## src/rtl/scope_trig_pkg.sv

```systemverilog
package scope_trig_pkg;
  localparam int unsigned SAMPLE_W = 8;
  localparam int unsigned AVG_LOG2 = 2;

  typedef enum logic {
    EDGE_FALL = 1'b0,
    EDGE_RISE = 1'b1
  } edge_dir_e;
endpackage

```

## src/rtl/trig_src_mux.sv

```systemverilog
module trig_src_mux #(
  parameter int unsigned DW = scope_trig_pkg::SAMPLE_W
) (
  input  logic [DW-1:0] chan_a_i,
  input  logic [DW-1:0] chan_b_i,
  input  logic          sel_i,
  output logic [DW-1:0] sample_o
);
  always_comb sample_o = sel_i ? chan_b_i : chan_a_i;
endmodule

```

## src/rtl/trig_avg_filter.sv

```systemverilog
module trig_avg_filter #(
  parameter int unsigned DW       = scope_trig_pkg::SAMPLE_W,
  parameter int unsigned WIN_LOG2 = scope_trig_pkg::AVG_LOG2
) (
  input  logic          clk_i,
  input  logic          rst_ni,
  input  logic          clr_i,
  input  logic          upd_i,
  input  logic [DW-1:0] sample_i,
  output logic [DW-1:0] avg_q_o,
  output logic [DW-1:0] avg_next_o,
  output logic          full_o
);
  localparam int unsigned WIN   = 1 << WIN_LOG2;
  localparam int unsigned HIST  = WIN - 1;
  localparam int unsigned SUM_W = DW + WIN_LOG2;
  localparam int unsigned CNT_W = WIN_LOG2 + 1;

  logic [DW-1:0]    hist_q [HIST];
  logic [SUM_W-1:0] sum;
  logic [CNT_W-1:0] cnt_q;
  logic [DW-1:0]    avg_q;
  logic             full_q;

  // history shift register, newest at index 0
  for (genvar i = 0; i < HIST; i++) begin : g_hist
    always_ff @(posedge clk_i or negedge rst_ni) begin
      if (!rst_ni)     hist_q[i] <= '0;
      else if (clr_i)  hist_q[i] <= '0;
      else if (upd_i) begin
        if (i == 0) hist_q[i] <= sample_i;
        else        hist_q[i] <= hist_q[(i == 0) ? 0 : i-1];
      end
    end
  end

  always_comb begin
    sum = SUM_W'(sample_i);
    for (int i = 0; i < HIST; i++) sum = sum + SUM_W'(hist_q[i]);
    avg_next_o = DW'(sum >> WIN_LOG2);
  end

  always_ff @(posedge clk_i or negedge rst_ni) begin
    if (!rst_ni) begin
      cnt_q  <= '0;
      avg_q  <= '0;
      full_q <= 1'b0;
    end else if (clr_i) begin
      cnt_q  <= '0;
      avg_q  <= '0;
      full_q <= 1'b0;
    end else if (upd_i) begin
      if (cnt_q != CNT_W'(WIN)) cnt_q <= cnt_q + 1'b1;
      avg_q  <= avg_next_o;
      full_q <= (cnt_q >= CNT_W'(HIST));
    end
  end

  assign avg_q_o = avg_q;
  assign full_o  = full_q;
endmodule

```

## src/rtl/trig_edge_cmp.sv

```systemverilog
module trig_edge_cmp #(
  parameter int unsigned DW = scope_trig_pkg::SAMPLE_W
) (
  input  logic          clk_i,
  input  logic          rst_ni,
  input  logic          arm_i,
  input  logic          dir_rise_i,
  input  logic [DW-1:0] level_i,
  input  logic [DW-1:0] prev_i,
  input  logic [DW-1:0] cur_i,
  output logic          trig_o
);
  import scope_trig_pkg::*;

  logic      hit;
  logic      trig_q;
  edge_dir_e dir;

  always_comb begin
    dir = edge_dir_e'(dir_rise_i);
    if (dir == EDGE_RISE) hit = (prev_i <  level_i) && (cur_i >= level_i);
    else                  hit = (prev_i >= level_i) && (cur_i <  level_i);
  end

  always_ff @(posedge clk_i or negedge rst_ni) begin
    if (!rst_ni) trig_q <= 1'b0;
    else         trig_q <= arm_i && hit;
  end

  assign trig_o = trig_q;
endmodule

```

## src/rtl/scope_edge_trigger.sv

```systemverilog
module scope_edge_trigger #(
  parameter int unsigned DW       = scope_trig_pkg::SAMPLE_W,
  parameter int unsigned WIN_LOG2 = scope_trig_pkg::AVG_LOG2
) (
  input  logic          clk_i,
  input  logic          rst_ni,
  input  logic          sample_valid_i,
  input  logic [DW-1:0] chan_a_i,
  input  logic [DW-1:0] chan_b_i,
  input  logic          trig_en_i,
  input  logic [DW-1:0] trig_level_i,
  input  logic          src_sel_i,
  input  logic          dir_rise_i,
  output logic          trig_o
);
  logic          sel_q;
  logic          flush;
  logic          upd;
  logic [DW-1:0] src_sample;
  logic [DW-1:0] avg_q;
  logic [DW-1:0] avg_next;
  logic          full;

  always_ff @(posedge clk_i or negedge rst_ni) begin
    if (!rst_ni) sel_q <= 1'b0;
    else         sel_q <= src_sel_i;
  end

  // flush on disable or any source change; a sample in that cycle is dropped
  assign flush = !trig_en_i || (src_sel_i != sel_q);
  assign upd   = sample_valid_i && !flush;

  trig_src_mux #(.DW(DW)) i_mux (
    .chan_a_i (chan_a_i),
    .chan_b_i (chan_b_i),
    .sel_i    (src_sel_i),
    .sample_o (src_sample)
  );

  trig_avg_filter #(.DW(DW), .WIN_LOG2(WIN_LOG2)) i_filt (
    .clk_i      (clk_i),
    .rst_ni     (rst_ni),
    .clr_i      (flush),
    .upd_i      (upd),
    .sample_i   (src_sample),
    .avg_q_o    (avg_q),
    .avg_next_o (avg_next),
    .full_o     (full)
  );

  trig_edge_cmp #(.DW(DW)) i_cmp (
    .clk_i      (clk_i),
    .rst_ni     (rst_ni),
    .arm_i      (upd && full),
    .dir_rise_i (dir_rise_i),
    .level_i    (trig_level_i),
    .prev_i     (avg_q),
    .cur_i      (avg_next),
    .trig_o     (trig_o)
  );
endmodule

```

## config.mk

```make
export PLATFORM = sky130hd
export DESIGN_NAME = scope_edge_trigger
export DESIGN_NICKNAME = d
export VERILOG_FILES = /design/src/rtl/scope_trig_pkg.sv /design/src/rtl/trig_src_mux.sv /design/src/rtl/trig_avg_filter.sv /design/src/rtl/trig_edge_cmp.sv /design/src/rtl/scope_edge_trigger.sv
export SDC_FILE = /design/constraint.sdc
export NUM_CORES = 1
export LEC_CHECK = 0
export BUFFER_PORTS_ARGS = -buffer_cell sky130_fd_sc_hd__buf_4
export CAP_MARGIN = 20
export CORE_AREA = 3 3 91 93
export CTS_CLUSTER_DIAMETER = 200
export DETAILED_ROUTE_END_ITERATION = 12
export DIE_AREA = 0 0 94 96
export GPL_TIMING_DRIVEN = 0
export PLACE_DENSITY = 0.62
export RECOVER_POWER = 25
export SLEW_MARGIN = 20
export SYNTH_ARGS = -nofsm -noshare
export SYNTH_HDL_FRONTEND = slang
export SYNTH_SLANG_ARGS = --single-unit
```

## constraint.sdc

```tcl
create_clock -name clk_i -period 5.65 [get_ports clk_i]
set_input_delay 0 -clock clk_i [delete_from_list [all_inputs] [get_ports clk_i]]
set_output_delay 0 -clock clk_i [all_outputs]
set_load 0.02 [all_outputs]
```

==> metrics.txt <==
WL per Instance ~13 um; # rows 32; Reg area 951 sq um; post-DP HPWL 4920 um; Root Driver clkbuf_8; critical path's top delay family adder cells; Via density around 4.9; CTS max path bufs 2; core area ~7600 sq um; slowest CP cell dlygate4sd3_1; Min Hold Slack ~0.066 ns; Max Cap Viol 1; most area-consuming cells after synthesis dfrtp_1 32%, ha_1 15%, mux2i_1 7.7%, nor2_1 6.9%, fa_1 6.0%; initial drt markers 84; Gates resized, CTS repair 0; Post-Syn Area ~3000 sq um; PortBufs 29; TritonCTS Buffers 5; GPL Wtd Cong 0.810; Post-synth EDFFs 0; DIE AREA 9020 sq um; worst stage delay on the critical path 0.53 ns; fill count between 700 and 800; Top-Level Pins 31; Pins Over Slew Limit 39; Yosys cell types 43; Avg Inst Size Synth roughly 9 sq um; nature of the critical path startpoint input pin; CTS tree built; syn nets 410; critical-path cell list dlygate4sd3_1 > buf_4 > mux2_1 > ha_1 > inv_1 > fa_1 > nor2b_1 > o21ai_1 > a21boi_1 > o31ai_1 > a21bo_2 > fa_1 > inv_1 > ha_1 > nand2_1 > or3b_1 > nor2b_4 > xnor2_2 > ha_1 > nand2_1 > o21ai_0 > o21bai_1 > nand4_1 > a211oi_1; Cells after DPL between 400 and 500; leakage power approximately 1.8 nW; period utilisation layout ~92%; global-route wire length before repair between 10000 and 15000 um; setup violators final 0; Cell Count, Final, Fillers Out around 480; Worst VDD drop 0.000110 V; clk_lat worst skew roughly 0.29 ns; number of synthesized register bits 38; PwrDens a little under 200 nW/um^2; Max Clock Freq slightly below 200 MHz; worst-path maximum fanout 10; post-synth top area cell dfrtp_1; largest net degree at the start of global routing 39; Initial Utilization between 30% and 40%; Synth warnings 0; gr usage total between 15 and 20%; sequential fraction of the synthesis area a little under a third; diodes inserted 0; Pre-antenna DRT Iters 4; WL final 6270 um; status finished, violations left; Min-Delay Path Class in -> reg; Main synth FF type dfrtp_1; number of antenna violations at the first check in global routing 0; CP Capture Type flip-flop; antenna-violating nets left 0; H-tree depth 2; Die X around 94 um; Final Hold Vio Count 0; Synth top area share between 30% and 40%; Layout Area Growth over Synthesis 15.5%; unrepaired setup endpoints after global routing no; CP dominant cell by count ha_1; failing checks capacitance limit, slew limit; Final TNS setup 0 ns; Slew @ Worst Pin 2.09 ns; Total Nets Final about 450; Clock transition at path regs roughly 0.070 ns; WS Path Type in -> reg; DRC errors left 0; Cells after Synth about 340; number of buffer and inverter stages on the critical path 4; Async SR Flop Fraction between 90% and 100%; Slew HR -39.3%; Min Clock Period, post-route 5.21 ns; WP data required slightly below 6 ns; gr ovfl total 0; Clock Skew 0.00384 ns; share of cells above drive strength 1 11.7%; vias in the first global route approximately 2300; crit path DAT approximately 5.4 ns; clk sinks 38; Multi-input gate area ~1800 sq um; post-layout util about 46%; DR vias 2336; Chip Height ~96 um
-- final timing paths --
| kind | slack [ns] | to | cells past startpoint | start |
|---|---|---|---|---|
| setup reg to reg | 0.84 | i_cmp.trig_o | 21 | i_filt.hist_q[16] |
| setup / recovery | 0.44 | i_cmp.trig_o | 24 | src_sel_i |
| max in group asynchronous | 3.61 | i_filt.cnt_q[1] | 2 | rst_ni |
| hold reg to reg | 0.52 | i_filt.hist_q[1] | 2 | i_filt.hist_q[1] |
| hold / removal | 0.07 | i_filt.cnt_q[2] | 3 | sample_valid_i |
| min in group asynchronous | 0.86 | i_filt.hist_q[17] | 2 | rst_ni |
-- per-layer routing --
metal	track usage [%]	vias to the layer above	share of wire (%)
li1	-	1200	-
met1	19.8	1093	48
met2	26.7	35	48
met3	2.42	8	3.4
met4	5.05	0	1.3
met5	0	-	0
-- area by class of cell --
cell class | count | share of cell area, %
Tap cell | 102 | 3.68
Buffer | 9 | 1.12
Multi-Input combinational cell | 240 | 52.7
Clock buffer | 7 | 2.49
Timing Repair Buffer | 33 | 7.33
Sequential cell | 38 | 27.4
Clock inverter | 1 | 0.144
Inverter | 47 | 5.09
-- stage by stage --
| stage | cell area, sq um | total power [mW] | setup WS [ns] |
|---|---|---|---|
| after floorplan | 3000 | 0.434 | 1.13 |
| after global placement | 3350 | 0.487 | 0.462 |
| after detailed placement | 3350 | 0.493 | 0.370 |
| after CTS | 3480 | 0.692 | 0.0890 |
| after global routing | 3470 | 0.735 | 0.0816 |
| final | 3470 | 0.681 | 0.442 |
-- sequential cells by signal, summed over array words and instances, names as in the netlist --
register        flops
i_filt.full_o       1
i_cmp.trig_o        1
sel_q               1
i_filt.hist_q      24
i_filt.cnt_q        3
i_filt.avg_q_o      8
-- tightest hold or removal path, cell delays in order --
cell and delay (ns):
buf_2 0.16, nand2b_1 0.09, a21oi_1 0.06
-- report_power, final --
| part | total, mW | leakage (nW) | internal, mW | switching, mW |
|---|---|---|---|---|
| Clock | 0.193 | 0.0482 | 0.0985 | 0.0944 |
| Combinational | 0.201 | 1.19 | 0.0880 | 0.113 |
| Sequential | 0.287 | 0.522 | 0.280 | 0.00653 |
| Total | 0.681 | 1.76 | 0.467 | 0.214 |
-- kinds of logic after synthesis --
| group | synth area share [%] |
|---|---|
| AOI/OAI and AO/OA | 11.3 |
| and+or+nand+nor | 14.6 |
| muxes | 10.3 |
| xor gates and xnor gates | 4.04 |
| DFF | 31.7 |
| adders and majority gates | 20.6 |
| buffers and inverters | 7.46 |
-- what timing repair did --
action | 4_1_cts | 5_1_grt
hold buffers | 4 | 0
buffers inserted | 0 | 0
setup endpoints to repair | 0 | 1
hold endpoints to repair | 41 | 0
-- synthesized netlist by cell type, types with 7 or more instances --
cell type   n
o21ai_0     7
nor3_1     13
mux2i_1    23
nor2_1     55
a21oi_1    17
dfrtp_1    38
ha_1       35
mux2_1      7
nand2_1    17
fa_1        9
inv_1      46
-- placed cells by master, fill, tap and decap left out, types with 4 or more instances in the layout --
cell type      instances
dfrtp_1               38
dlygate4sd3_1          4
clkbuf_8               6
a21oi_1               17
o21ai_0                7
buf_2                  4
mux2i_1               23
nor2_1                55
mux2_1                 7
xor2_1                 6
a211oi_1               4
o21ai_1                5
nor3_1                13
ha_1                  35
fa_1                   9
clkbuf_1               5
xnor2_1                6
buf_4                 28
inv_1                 46
nand2_1               17
Note: power is estimated with default switching activity, not from simulation.
